File: src/rtl/wk_arb_pkg.sv
package wk_arb_pkg;
    typedef enum logic [1:0] {
        MODE_RUN   = 2'b00,
        MODE_SLEEP = 2'b01,
        MODE_STOP  = 2'b10,
        MODE_RSVD  = 2'b11
    } pwr_mode_e;

    localparam int LVL_W     = 3;
    localparam int REG_W     = 32;
    localparam int SLOT_W    = 4;
    localparam int SLOTS     = REG_W / SLOT_W;
    localparam int RSVD_BITS = 4;
endpackage

File: src/rtl/wk_arb_regs.sv
module wk_arb_regs
    import wk_arb_pkg::*;
#(
    parameter int NUM_SRC = 28,
    parameter int ADDR_W  = 3
) (
    input  logic                          clk,
    input  logic                          rst_n,
    input  logic                          wr_en,
    input  logic [ADDR_W-1:0]             wr_addr,
    input  logic [REG_W-1:0]              wr_data,
    input  logic [ADDR_W-1:0]             rd_addr,
    output logic [REG_W-1:0]              rd_data,
    output logic [NUM_SRC-1:0]            wake_en,
    output logic [NUM_SRC-1:0][LVL_W-1:0] src_lvl
);
    typedef struct packed {
        logic [NUM_SRC-1:0]            en;
        logic [NUM_SRC-1:0][LVL_W-1:0] lvl;
    } regs_t;

    regs_t state_d, state_q;

    always_comb begin
        state_d = state_q;
        if (wr_en) begin
            for (int i = 0; i < NUM_SRC; i++) begin
                if (wr_addr == '0)
                    state_d.en[i] = wr_data[REG_W-1-i];
                if (wr_addr == ADDR_W'(1 + i / SLOTS))
                    state_d.lvl[i] = wr_data[SLOT_W*(i % SLOTS) +: LVL_W];
            end
        end
    end

    always_ff @(posedge clk or negedge rst_n) begin
        if (!rst_n) state_q <= '0;
        else        state_q <= state_d;
    end

    always_comb begin
        rd_data = '0;
        for (int i = 0; i < NUM_SRC; i++) begin
            if (rd_addr == '0)
                rd_data[REG_W-1-i] = state_q.en[i];
            if (rd_addr == ADDR_W'(1 + i / SLOTS))
                rd_data[SLOT_W*(i % SLOTS) +: LVL_W] = state_q.lvl[i];
        end
    end

    assign wake_en = state_q.en;
    assign src_lvl = state_q.lvl;
endmodule

File: src/rtl/wk_arb_pick.sv
module wk_arb_pick
    import wk_arb_pkg::*;
#(
    parameter int NUM_SRC = 28,
    localparam int IDX_W  = $clog2(NUM_SRC)
) (
    input  logic [NUM_SRC-1:0]            src_req,
    input  logic [NUM_SRC-1:0][LVL_W-1:0] src_lvl,
    output logic                          win_valid,
    output logic [LVL_W-1:0]              win_level,
    output logic [IDX_W-1:0]              win_idx
);
    always_comb begin
        win_level = '0;
        win_idx   = '0;
        for (int i = 0; i < NUM_SRC; i++) begin
            if (src_req[i] && (src_lvl[i] > win_level)) begin
                win_level = src_lvl[i];
                win_idx   = IDX_W'(i);
            end
        end
        win_valid = (win_level != '0);
    end
endmodule

File: src/rtl/wk_arb_wake.sv
module wk_arb_wake
    import wk_arb_pkg::*;
#(
    parameter int                 NUM_SRC  = 28,
    parameter logic [NUM_SRC-1:0] EXT_MASK = 28'h000060F
) (
    input  logic [1:0]         mode,
    input  logic [NUM_SRC-1:0] src_req,
    input  logic [NUM_SRC-1:0] wake_en,
    output logic               wake_now
);
    logic [NUM_SRC-1:0] armed;

    always_comb begin
        armed = src_req & wake_en;
        unique case (pwr_mode_e'(mode))
            MODE_SLEEP: wake_now = |armed;
            MODE_STOP:  wake_now = |(armed & EXT_MASK);
            default:    wake_now = 1'b0;
        endcase
    end
endmodule

File: src/rtl/wk_arb_top.sv
module wk_arb_top
    import wk_arb_pkg::*;
#(
    parameter int                 NUM_SRC  = 28,
    parameter logic [NUM_SRC-1:0] EXT_MASK = 28'h000060F,
    parameter int                 ADDR_W   = 3,
    localparam int                IDX_W    = $clog2(NUM_SRC)
) (
    input  logic                 clk,
    input  logic                 rst_n,
    input  logic [1:0]           mode,
    input  logic [NUM_SRC-1:0]   src_req,
    input  logic                 wr_en,
    input  logic [ADDR_W-1:0]    wr_addr,
    input  logic [31:0]          wr_data,
    input  logic [ADDR_W-1:0]    rd_addr,
    output logic [31:0]          rd_data,
    output logic                 wake_now,
    output logic                 wake_q,
    output logic                 win_valid,
    output logic [2:0]           win_level,
    output logic [IDX_W-1:0]     win_idx
);
    logic [NUM_SRC-1:0]            wake_en;
    logic [NUM_SRC-1:0][LVL_W-1:0] src_lvl;

    typedef struct packed {
        logic wake;
    } top_state_t;

    top_state_t state_d, state_q;

    wk_arb_regs #(.NUM_SRC(NUM_SRC), .ADDR_W(ADDR_W)) i_regs (
        .clk     (clk),
        .rst_n   (rst_n),
        .wr_en   (wr_en),
        .wr_addr (wr_addr),
        .wr_data (wr_data),
        .rd_addr (rd_addr),
        .rd_data (rd_data),
        .wake_en (wake_en),
        .src_lvl (src_lvl)
    );

    wk_arb_wake #(.NUM_SRC(NUM_SRC), .EXT_MASK(EXT_MASK)) i_wake (
        .mode     (mode),
        .src_req  (src_req),
        .wake_en  (wake_en),
        .wake_now (wake_now)
    );

    wk_arb_pick #(.NUM_SRC(NUM_SRC)) i_pick (
        .src_req   (src_req),
        .src_lvl   (src_lvl),
        .win_valid (win_valid),
        .win_level (win_level),
        .win_idx   (win_idx)
    );

    always_comb begin
        state_d      = state_q;
        state_d.wake = wake_now;
    end

    always_ff @(posedge clk or negedge rst_n) begin
        if (!rst_n) state_q <= '0;
        else        state_q <= state_d;
    end

    assign wake_q = state_q.wake;
endmodule

File: config.mk
export PLATFORM = sky130hd
export DESIGN_NAME = wk_arb_top
export DESIGN_NICKNAME = d
export VERILOG_FILES = /design/src/rtl/wk_arb_pkg.sv /design/src/rtl/wk_arb_regs.sv /design/src/rtl/wk_arb_pick.sv /design/src/rtl/wk_arb_wake.sv /design/src/rtl/wk_arb_top.sv
export SDC_FILE = /design/constraint.sdc
export NUM_CORES = 1
export LEC_CHECK = 0
export ABC_CLOCK_PERIOD_IN_PS = 72400
export BUFFER_PORTS_ARGS = -buffer_cell sky130_fd_sc_hd__buf_2
export CORE_MARGIN = 4
export CORE_UTILIZATION = 55
export CTS_CLUSTER_DIAMETER = 60
export CTS_CLUSTER_SIZE = 10
export DETAILED_ROUTE_END_ITERATION = 7
export GPL_ROUTABILITY_DRIVEN = 0
export HOLD_SLACK_MARGIN = 0.08
export PLACE_DENSITY = 0.76
export SETUP_SLACK_MARGIN = 0.05
export SLEW_MARGIN = 10
export SYNTH_ARGS = -nofsm -noshare
export SYNTH_HDL_FRONTEND = slang
export SYNTH_SLANG_ARGS = --single-unit
File: constraint.sdc
create_clock -name clk -period 72.4 [get_ports clk]
set_clock_uncertainty 0.2 [all_clocks]
set_input_delay 14.48 -clock clk [delete_from_list [all_inputs] [get_ports clk]]
set_output_delay 14.48 -clock clk [all_outputs]
set_load 0.05 [all_outputs]
==> results of run 1 <==
==> flip-flops by register name, summed over array words and instances, names as in the netlist <==
| signal | count |
|---|---|
| i_regs.wake_en | 28 |
| wake_q | 1 |
| i_regs.src_lvl | 84 |
==> worst paths after layout <==
path / slack (ns) / cells after the start / end
hold / removal: 0.33 / 1 / i_regs.wake_en[20]
hold reg to reg: 0.33 / 1 / i_regs.wake_en[20]
setup reg to reg: 70.41 / 5 / wake_q
max in group asynchronous: 56.82 / 2 / wake_q
min in group asynchronous: 13.94 / 1 / i_regs.src_lvl[19]
setup / recovery: 3.54 / 187 / win_idx[2]
==> cell usage in the layout (no fill, tap or decap), types with 11 or more instances in the layout <==
| cell type | n |
|---|---|
| ha_1 | 34 |
| clkbuf_16 | 17 |
| inv_1 | 62 |
| nor2_1 | 72 |
| and2_1 | 27 |
| a21o_1 | 12 |
| nand3_1 | 28 |
| nor3_1 | 14 |
| buf_2 | 110 |
| dfrtp_1 | 113 |
| a21oi_1 | 52 |
| maj3_1 | 18 |
| mux4_2 | 21 |
| o21ai_0 | 76 |
| nand2_1 | 112 |
| a22oi_1 | 22 |
| mux2_2 | 92 |
| nor2b_1 | 20 |
| o21a_1 | 11 |
| or2_2 | 11 |
==> worst max-delay path, delay by kind of cell <==
family | cells | cell delay [ns]
AO/OA/AOI/OAI | 75 | 15.70
buffers and inverters | 5 | 0.66
AND/OR/NAND/NOR | 66 | 11.49
multiplexers | 6 | 2.15
adder cells (fa/ha/maj) | 35 | 9.74
==> through the flow <==
stage | util (%) | power (mW) | instance area, um2 | cells
after CTS | 65.49 | 0.6057 | 10550 | 1358
after global routing | 65.49 | 0.6591 | 10550 | 1358
after floorplan | - | 0.4125 | 9158 | 1030
after detailed placement | 61.41 | 0.5073 | 9897 | 1326
final | 65.49 | 0.6134 | 10550 | 1358
after global placement | 61.41 | 0.4984 | 9897 | 1326
==> area by class of cell <==
cell class / instances / area (um2)
inverter: 62 / 232.7
timing repair buffer: 118 / 610.6
clock buffer: 18 / 429.2
fill: 1370 / 5562
clock inverter: 14 / 227.7
tap: 216 / 270.3
sequential: 113 / 2828
multi-input combinational: 817 / 5956
==> synthesized netlist by cell type (4+ instances only) <==
cell type | n | share of area, %
a211oi_1 | 5 | 0.41
a21boi_0 | 9 | 0.74
a21o_1 | 12 | 0.98
a21oi_1 | 52 | 2.8
a221o_1 | 5 | 0.55
a22o_1 | 4 | 0.38
a22oi_1 | 22 | 1.8
a31oi_1 | 10 | 0.68
and2_1 | 27 | 1.8
and3_1 | 8 | 0.55
buf_1 | 4 | 0.16
buf_2 | 4 | 0.22
clkbuf_1 | 28 | 1.1
dfrtp_1 | 113 | 31
ha_1 | 34 | 4.6
inv_1 | 62 | 2.5
maj3_1 | 18 | 2.0
mux2_2 | 92 | 11
mux2i_1 | 8 | 0.87
mux4_2 | 21 | 5.2
nand2_1 | 112 | 4.6
nand2b_1 | 6 | 0.41
nand3_1 | 29 | 1.6
nand4_1 | 9 | 0.61
nor2_1 | 73 | 3.0
nor2b_1 | 20 | 1.4
nor3_1 | 15 | 0.82
nor3b_1 | 9 | 0.74
o2111ai_1 | 10 | 0.96
o211ai_1 | 10 | 0.82
o21a_1 | 11 | 0.90
o21ai_0 | 76 | 4.2
o22ai_1 | 7 | 0.48
o31a_1 | 4 | 0.38
o31ai_1 | 6 | 0.49
or2_2 | 11 | 0.75
or3_1 | 9 | 0.61
==> kinds of logic (layout without fill, tap and decap cells) <==
family / after synthesis / count (layout)
buf+inv: 100 / 212
mux: 123 / 123
other cells: 1 / 1
flops: 113 / 113
fa+ha+maj: 53 / 53
compound gates: 295 / 295
simple gates: 345 / 345
==> metal layers <==
layer	vias to the layer above	wire length (um)
met5	-	0
met4	0	1660
met3	111	3434
met2	581	13300
met1	4294	11990
li1	4039	-
==> power by group <==
group,switching (mW),internal [mW],leakage (nW)
combinational,0.261,0.159,3.02
clock,0.0332,0.0616,0.316
sequential,0.0227,0.0768,1.36
==> qor.csv, run 1 <==
stage;metric;value;unit
critical_path;Data arrival, critical path;54.18;ns
clocking;clk slew on worst S/H paths;0.05;ns
grt;GRT overflow;0;
grt;largest net degree at the start of global routing;59;
floorplanning;full die area;18780;um2
logic_synthesis;Yosys cell types;83;
final_layout;layout cells sized above 1;25.92;%
critical_path;CP Launch Type;input pin;
critical_path;crit-path max FO;7;
min_path;Hold Crit Class;reg2reg;
detailed_routing;total vias in the final route;9025;
detailed_routing;number of routed nets with antenna violations;0;
grt;M2 GR Usage;50.44;%
logic_synthesis;post-synthesis net count;1135;
detailed_routing;DRT iter0 DRCs;1143;
floorplanning;Starting Density;56.82;%
logic_synthesis;Synth Area per Inst;8.891;um2
detailed_routing;vias per std cell;6.646;
timing;RSZ-0062 raised after global routing;no;
critical_path;crit path launch;src_req[0];
grt;number of global-route vias before repair;8641;
clocking;CTS Hold Bufs;0;
timing;final period utilization;95.10;%
logic_synthesis;Post-Synth Simple-Gate Area;18.42;%
timing;final setup fails;0;
critical_path;reg2reg start;i_regs.wake_en[4];
clocking;Root Driver;clkbuf_16;
placed_design;post-DP HPWL;22730;um
clocking;postcts setup bufs;0;
clocking;post-CTS sizing;0;
logic_synthesis;flop and latch count out of synthesis;113;
logic_synthesis;Synth Area in XOR/XNOR;0;%
critical_path;Slowest-stage cell, CP;o32ai_1;
grt;initial antenna violation count;0;
floorplanning;Placeable Area;16120;um2
clocking;clk sinks;113;
run;Max Cap Viol;0;
timing;fin worst setup slack;3.544;ns
logic_synthesis;Synth Area in Compound Gates;21.97;%
logic_synthesis;post-synthesis cell count;1030;
detailed_routing;total wire length;30390;um
clocking;CTS buffer count;17;
critical_path;Critical Path RT;57.72;ns
detailed_routing;Initial DRT Pass Iterations;6;
logic_synthesis;post-synthesis mux area share;17.68;%
clocking;Skew-Pair Late Insertion Delay;0.43;ns
floorplanning;die height;137.0;um
timing;Max Transition Viols Final;0;
grt;Global Route met1 Usage;44.87;%
outcome;status;finished, final reports clean;
timing;max frequency;14.52;MHz
power_and_ir_drop;PD cells;58.12;nW/um2
final_layout;ant diodes;0;
grt;GRT Util Overall;33.29;%
grt;first-pass GRT wire length;47460;um
placed_design;Port Buffers;111;
final_layout;nets;1234;
critical_path;crit-path max cell delay;0.77;ns
logic_synthesis;Synth Cell Area;9158;um2
placed_design;dpl ws;4.534;ns
floorplanning;IO Count;114;
power_and_ir_drop;P_leak;4.694;nW
clocking;Max clock buf depth;2;
logic_synthesis;Primary FF master, synth;dfrtp_1;
critical_path;CP Capture Type;output port;
logic_synthesis;fraction of the mapped netlist area in adder cells;6.736;%
detailed_routing;WL per Instance;22.38;um
timing;Setup TNS;0;ns
timing;Slew HR;24.71;%
logic_synthesis;number of flops mapped to enable cells by yosys;0;
floorplanning;# rows;46;
timing;fin crit period;68.86;ns
logic_synthesis;main combinational cell family by area after synthesis;compound AO/OA/AOI/OAI gates;
timing;final hold vios;0;
power_and_ir_drop;Max VDD drop;0.00007102;V
timing;Worst Tran Pin Value;1.127;ns
critical_path;most used cell, CP;nor2_1;
logic_synthesis;Async S/R FF share, synth;100.0;%
clocking;CTS tree;done;
clocking;htree depth;4;
detailed_routing;Remaining DRCs;0;
min_path;Hold Path Origin;i_regs.wake_en[20];
grt;GR Util met3;7.574;%
logic_synthesis;proportion of synthesized chip area in sequential cells;30.88;%
floorplanning;die width;137.0;um
timing;Fin Hold WS;0.3304;ns
grt;GR peak layer;met2;
logic_synthesis;Yosys Warn Count;0;
critical_path;Crit Path Category;in2out;
final_layout;Synth-to-Final Area Change;15.25;%
No activity file was read; power rests on OpenSTA's default activity.
==> run 2, diff against run 1 <==
--- a/config.mk
+++ b/config.mk
@@ -12,9 +12,8 @@
 export CTS_CLUSTER_DIAMETER = 60
 export CTS_CLUSTER_SIZE = 10
 export DETAILED_ROUTE_END_ITERATION = 7
-export GPL_ROUTABILITY_DRIVEN = 0
 export HOLD_SLACK_MARGIN = 0.08
-export PLACE_DENSITY = 0.76
+export PLACE_DENSITY = 0.8
 export SETUP_SLACK_MARGIN = 0.05
 export SLEW_MARGIN = 10
 export SYNTH_ARGS = -nofsm -noshare
==> qor.csv, run 2 (same netlist as run 1, synthesis figures left out) <==
stage;metric;value;unit;change
outcome;status;finished, final reports clean;;
timing;Max Transition Viols Final;0;;unchanged
floorplanning;Placeable Area;16120;um2;unchanged
timing;RSZ-0062 raised after global routing;no;;
grt;GRT Util Overall;31.91;%;-1.4 points
clocking;post-CTS sizing;0;;unchanged
final_layout;most common cell after layout, fill and taps aside;dfrtp_1;;
critical_path;Data arrival, critical path;53.88;ns;-0.30 ns
timing;Setup TNS;0;ns;unchanged
critical_path;CP Launch Type;input pin;;
critical_path;crit-path max FO;7;;unchanged
final_layout;max FFs per register;84;;unchanged
floorplanning;Starting Density;56.82;%;unchanged
floorplanning;die height;137.0;um;unchanged
floorplanning;die width;137.0;um;unchanged
clocking;Root Driver;clkbuf_16;;
grt;largest net degree at the start of global routing;72;;+22%
clocking;CTS Hold Bufs;0;;unchanged
final_layout;Final Cell Area;10560;um2;about the same
detailed_routing;vias per std cell;6.634;;-0.17%
clocking;Skew-Pair Late Insertion Delay;0.41;ns;-0.02 ns
timing;Worst Tran Pin Value;1.101;ns;-0.02608 ns
detailed_routing;total vias in the final route;9016;;-0.10%
detailed_routing;total wire length;29700;um;-2.3%
grt;initial antenna violation count;0;;unchanged
critical_path;Crit Path Category;in2out;;
clocking;Max clock buf depth;2;;unchanged
timing;fin crit period;68.56;ns;-0.2978 ns
min_path;Hold Crit Class;reg2reg;;
placed_design;Port Buffers;111;;unchanged
power_and_ir_drop;PD cells;57.88;nW/um2;-0.42%
final_layout;most frequent cells in the layout;dfrtp_1, nand2_1, buf_2, mux2_2, o21ai_0;;
timing;final period utilization;94.69;%;-0.41 points
floorplanning;IO Count;114;;unchanged
detailed_routing;Initial DRT Pass Iterations;6;;unchanged
final_layout;Non-Filler Instances;1359;;+0.074%
grt;first-pass GRT wire length;45950;um;-3.2%
timing;final hold vios;0;;unchanged
placed_design;post-DP HPWL;22580;um;-0.69%
final_layout;ant diodes;0;;unchanged
grt;number of global-route vias before repair;8336;;-3.5%
timing;Slew HR;26.45;%;+1.7 points
timing;fin worst setup slack;3.842;ns;+0.2978 ns
floorplanning;full die area;18780;um2;unchanged
floorplanning;# rows;46;;unchanged
critical_path;Slowest-stage cell, CP;nor3_1;;
timing;max frequency;14.59;MHz;+0.43%
clocking;htree depth;4;;unchanged
critical_path;CP Capture Type;output port;;
final_layout;layout cells sized above 1;25.81;%;-0.11 points
grt;GRT overflow;0;;unchanged
power_and_ir_drop;P_leak;4.701;nW;+0.15%
critical_path;Critical Path RT;57.72;ns;about the same
power_and_ir_drop;Max VDD drop;0.00007306;V;+2.9%
power_and_ir_drop;Pwr Total;611.1;uW;-0.37%
run;Max Cap Viol;0;;unchanged
placed_design;dpl ws;4.956;ns;+0.4225 ns
placed_design;Cells after DPL;1327;;+0.075%
detailed_routing;DRT iter0 DRCs;1035;;-9.4%
placed_design;DP Area;9905;um2;about the same
detailed_routing;number of routed nets with antenna violations;0;;unchanged
placed_design;GP Congestion;1.008;;
detailed_routing;WL per Instance;21.86;um;-2.3%
timing;final setup fails;0;;unchanged
clocking;CTS tree;done;;
clocking;clk slew on worst S/H paths;0.05;ns;about the same
clocking;postcts setup bufs;0;;unchanged
critical_path;crit-path max cell delay;0.59;ns;-0.18 ns
clocking;CTS buffer count;17;;unchanged
final_layout;Synth-to-Final Area Change;15.30;%;about the same
final_layout;nets;1235;;+0.081%
clocking;clk sinks;113;;unchanged
detailed_routing;Remaining DRCs;0;;unchanged
-- run 2: cell types whose count changed in the layout (fill, tap and decap cells not counted), sizes merged --
cell    delta
buf        +1
inv        -2
clkbuf     +5
clkinv     -3
-- run 2: metrics by stage --
stage          utilization [%]  hold WS (ns)
2_1_floorplan                -        0.2956
3_3_place_gp             61.46        0.3130
3_5_place_dp             61.46        0.3169
4_1_cts                  65.52        0.3318
5_1_grt                  65.52        0.3462
6_report                 65.52        0.3342
-- run 2: final cells by class --
type                    count  area (um2)
repair buffers            119       618.1
clock inverters             9       176.4
well taps                 216       270.3
inverters                  62       232.7
fillers                  1349        5557
multi-input cells         817        5956
clock buffers              23       478.0
flip-flops and latches    113        2828
-- run 2: final timing paths --
check	startpoint	end	slack, ns	depth (start not counted)
min	i_regs.wake_en[24]	i_regs.wake_en[24]	0.33	1
min in group asynchronous	rst_n	i_regs.src_lvl[19]	13.84	1
max	src_req[0]	win_idx[2]	3.84	185
min reg2reg	i_regs.wake_en[24]	i_regs.wake_en[24]	0.33	1
max reg2reg	i_regs.wake_en[4]	wake_q	70.45	5
max in group asynchronous	rst_n	i_regs.src_lvl[52]	56.82	2
-- run 2: power breakdown --
group | total, mW | switching (mW) | internal (mW)
clock network | 0.0937 | 0.0299 | 0.0638
registers | 0.0996 | 0.0228 | 0.0769
logic | 0.418 | 0.259 | 0.159
total | 0.611 | 0.311 | 0.300
-- run 2: critical path, delay by kind of cell --
family          cells  cell delay [ns]
buf+inv             5             0.79
simple gates       66            11.24
mux                 6             2.17
compound gates     72            14.92
fa+ha+maj          36            10.24
-- run 2: routing by layer --
| metal | vias to the layer above | GRT usage, % | part of all wire, % |
|---|---|---|---|
| met5 | - | 0 | 0 |
| met4 | 0 | 10.03 | 2.9 |
| met3 | 67 | 5.404 | 11 |
| met1 | 4311 | 45.33 | 40 |
| li1 | 4065 | - | - |
| met2 | 573 | 49.92 | 46 |
==> run 3, diff against run 2 <==
--- a/config.mk
+++ b/config.mk
@@ -7,6 +7,7 @@
 export LEC_CHECK = 0
 export ABC_CLOCK_PERIOD_IN_PS = 72400
 export BUFFER_PORTS_ARGS = -buffer_cell sky130_fd_sc_hd__buf_2
+export CORE_ASPECT_RATIO = 1.4
 export CORE_MARGIN = 4
 export CORE_UTILIZATION = 55
 export CTS_CLUSTER_DIAMETER = 60
==> qor.csv, run 3 (same netlist as run 1, synthesis figures left out) <==
stage;metric;value;unit;change
timing;RSZ-0062 raised after global routing;no;;
power_and_ir_drop;combinational share of power;68.5;%;about the same
placed_design;GP Congestion;0.9611;;-4.6%
critical_path;CP Capture Type;output port;;
final_layout;most frequent cells in the layout;dfrtp_1, nand2_1, buf_2, mux2_2, o21ai_0;;
clocking;CTS buffer count;17;;unchanged
detailed_routing;number of routed nets with antenna violations;0;;unchanged
timing;fin crit period;68.69;ns;+0.1334 ns
detailed_routing;WL per Instance;23.07;um;+5.6%
critical_path;crit-path max cell delay;0.81;ns;+0.22 ns
grt;first-pass GRT wire length;48270;um;+5.0%
timing;Max Transition Viols Final;0;;unchanged
detailed_routing;total vias in the final route;9069;;+0.59%
critical_path;Crit Path Category;in2out;;
run;Max Cap Viol;0;;unchanged
detailed_routing;Initial DRT Pass Iterations;8;;+2
power_and_ir_drop;P_leak;4.695;nW;-0.12%
clocking;post-CTS sizing;0;;unchanged
final_layout;nets;1236;;+0.081%
outcome;status;finished, final reports clean;;
floorplanning;IO Count;114;;unchanged
timing;Worst Tran Pin Value;1.133;ns;+0.03245 ns
grt;number of global-route vias before repair;9024;;+8.3%
floorplanning;Placeable Area;16240;um2;+0.78%
detailed_routing;DRT iter0 DRCs;989;;-4.4%
floorplanning;# rows;55;;+20%
clocking;htree depth;4;;unchanged
critical_path;crit-path max FO;6;;-1
detailed_routing;total wire length;30990;um;+4.3%
critical_path;R2R Setup Slk;70.52;ns;+0.07 ns
critical_path;Slowest-stage cell, CP;a211oi_1;;
timing;Setup TNS;0;ns;unchanged
power_and_ir_drop;clock group share of total power;15.1;%;-0.2 points
timing;Slew HR;24.29;%;-2.2 points
timing;final hold vios;0;;unchanged
clocking;Skew-Pair Late Insertion Delay;0.41;ns;about the same
final_layout;layout cells sized above 1;26.05;%;+0.24 points
grt;largest net degree at the start of global routing;68;;-5.6%
grt;GRT overflow;0;;unchanged
timing;max frequency;14.56;MHz;-0.19%
grt;initial antenna violation count;0;;unchanged
clocking;Root Driver;clkbuf_16;;
power_and_ir_drop;Pwr Total;612.3;uW;+0.18%
power_and_ir_drop;PD cells;58.16;nW/um2;+0.49%
min_path;Hold Crit Class;reg2reg;;
critical_path;Crit path max-delay family;compound AO/OA/AOI/OAI gates;;
final_layout;Synth-to-Final Area Change;14.95;%;
final_layout;ant diodes;0;;unchanged
final_layout;most common cell after layout, fill and taps aside;dfrtp_1;;
placed_design;Port Buffers;111;;unchanged
final_layout;max FFs per register;84;;unchanged
critical_path;CP Launch Type;input pin;;
floorplanning;die height;160.7;um;+17%
timing;final setup fails;0;;unchanged
timing;Fin Hold WS;0.3396;ns;+0.005415 ns
power_and_ir_drop;internal power contribution;295.7;uW;-1.4%
floorplanning;die width;117.1;um;-15%
critical_path;Critical Path RT;57.72;ns;about the same
clocking;clk slew on worst S/H paths;0.06;ns;about the same
critical_path;Data arrival, critical path;54.01;ns;+0.13 ns
power_and_ir_drop;Psw;316.6;uW;+1.7%
clocking;Max clock buf depth;2;;unchanged
power_and_ir_drop;Max VDD drop;0.00004454;V;-39%
grt;GRT Util Overall;33.25;%;+1.3 points
critical_path;most used cell, CP;nor2_1;;
clocking;CTS tree;done;;
power_and_ir_drop;switch share;51.71;%;+0.77 points
detailed_routing;Remaining DRCs;0;;unchanged
timing;final period utilization;94.88;%;+0.18 points
clocking;postcts setup bufs;0;;unchanged
final_layout;# fillers;1312;;-2.7%
critical_path;worst path bufs/invs;6;;+1
floorplanning;Starting Density;56.39;%;-0.44 points
power_and_ir_drop;Flop pwr share;16.4;%;about the same
clocking;CTS Hold Bufs;0;;unchanged
floorplanning;full die area;18810;um2;+0.16%
placed_design;post-DP HPWL;23100;um;+2.3%
clocking;clk sinks;113;;unchanged
detailed_routing;vias per std cell;6.753;;+1.8%
-- run 3: path summary, 6_finish.rpt --
kind,start,to,cells past startpoint
hold reg to reg,i_regs.wake_en[12],i_regs.wake_en[12],1
setup reg to reg,i_regs.wake_en[4],wake_q,5
setup / recovery,src_req[0],win_idx[2],186
min in group asynchronous,rst_n,i_regs.src_lvl[80],1
max in group asynchronous,rst_n,i_regs.wake_en[7],2
hold / removal,i_regs.wake_en[12],i_regs.wake_en[12],1
-- run 3: cell type report --
class	instances	area [um2]	share of cell area (%)
clock buffer	18	439.2	4.172
clock inverter	14	201.4	1.914
inverter	62	232.7	2.211
multi-input combinational	817	5951	56.53
sequential	113	2828	26.86
tap	199	249.0	2.365
timing repair buffer	120	625.6	5.943
-- run 3: per-stage QoR --
| step | instances | worst slack (ns) | cell area, um2 | utilization (%) |
|---|---|---|---|---|
| 2_1_floorplan | 1030 | 8.856 | 9158 | - |
| 3_3_place_gp | 1311 | 5.186 | 9886 | 60.87 |
| 4_1_cts | 1343 | 4.275 | 10530 | 64.82 |
| 6_report | 1343 | 3.709 | 10530 | 64.82 |
| 3_5_place_dp | 1311 | 4.751 | 9886 | 60.87 |
| 5_1_grt | 1343 | 1.194 | 10530 | 64.82 |
-- run 3: layer usage --
layer | wire [um] | track usage [%] | vias to the layer above
li1 | - | - | 4054
met1 | 11220 | 40.11 | 4313
met2 | 14810 | 54.09 | 564
met3 | 2629 | 4.862 | 138
met4 | 2320 | 22.12 | 0
met5 | 0 | 0 | -
-- run 3: power groups by stage --
| stage | Sequential [mW] | Combinational (mW) | Clock, mW |
|---|---|---|---|
| 2_1_floorplan | 0.0877 | 0.325 | 0 |
| 3_3_place_gp | 0.0987 | 0.397 | 0 |
| 3_5_place_dp | 0.0997 | 0.405 | 0 |
| 4_1_cts | 0.0991 | 0.413 | 0.0926 |
| 5_1_grt | 0.101 | 0.461 | 0.0960 |
| 6_report | 0.100 | 0.419 | 0.0927 |
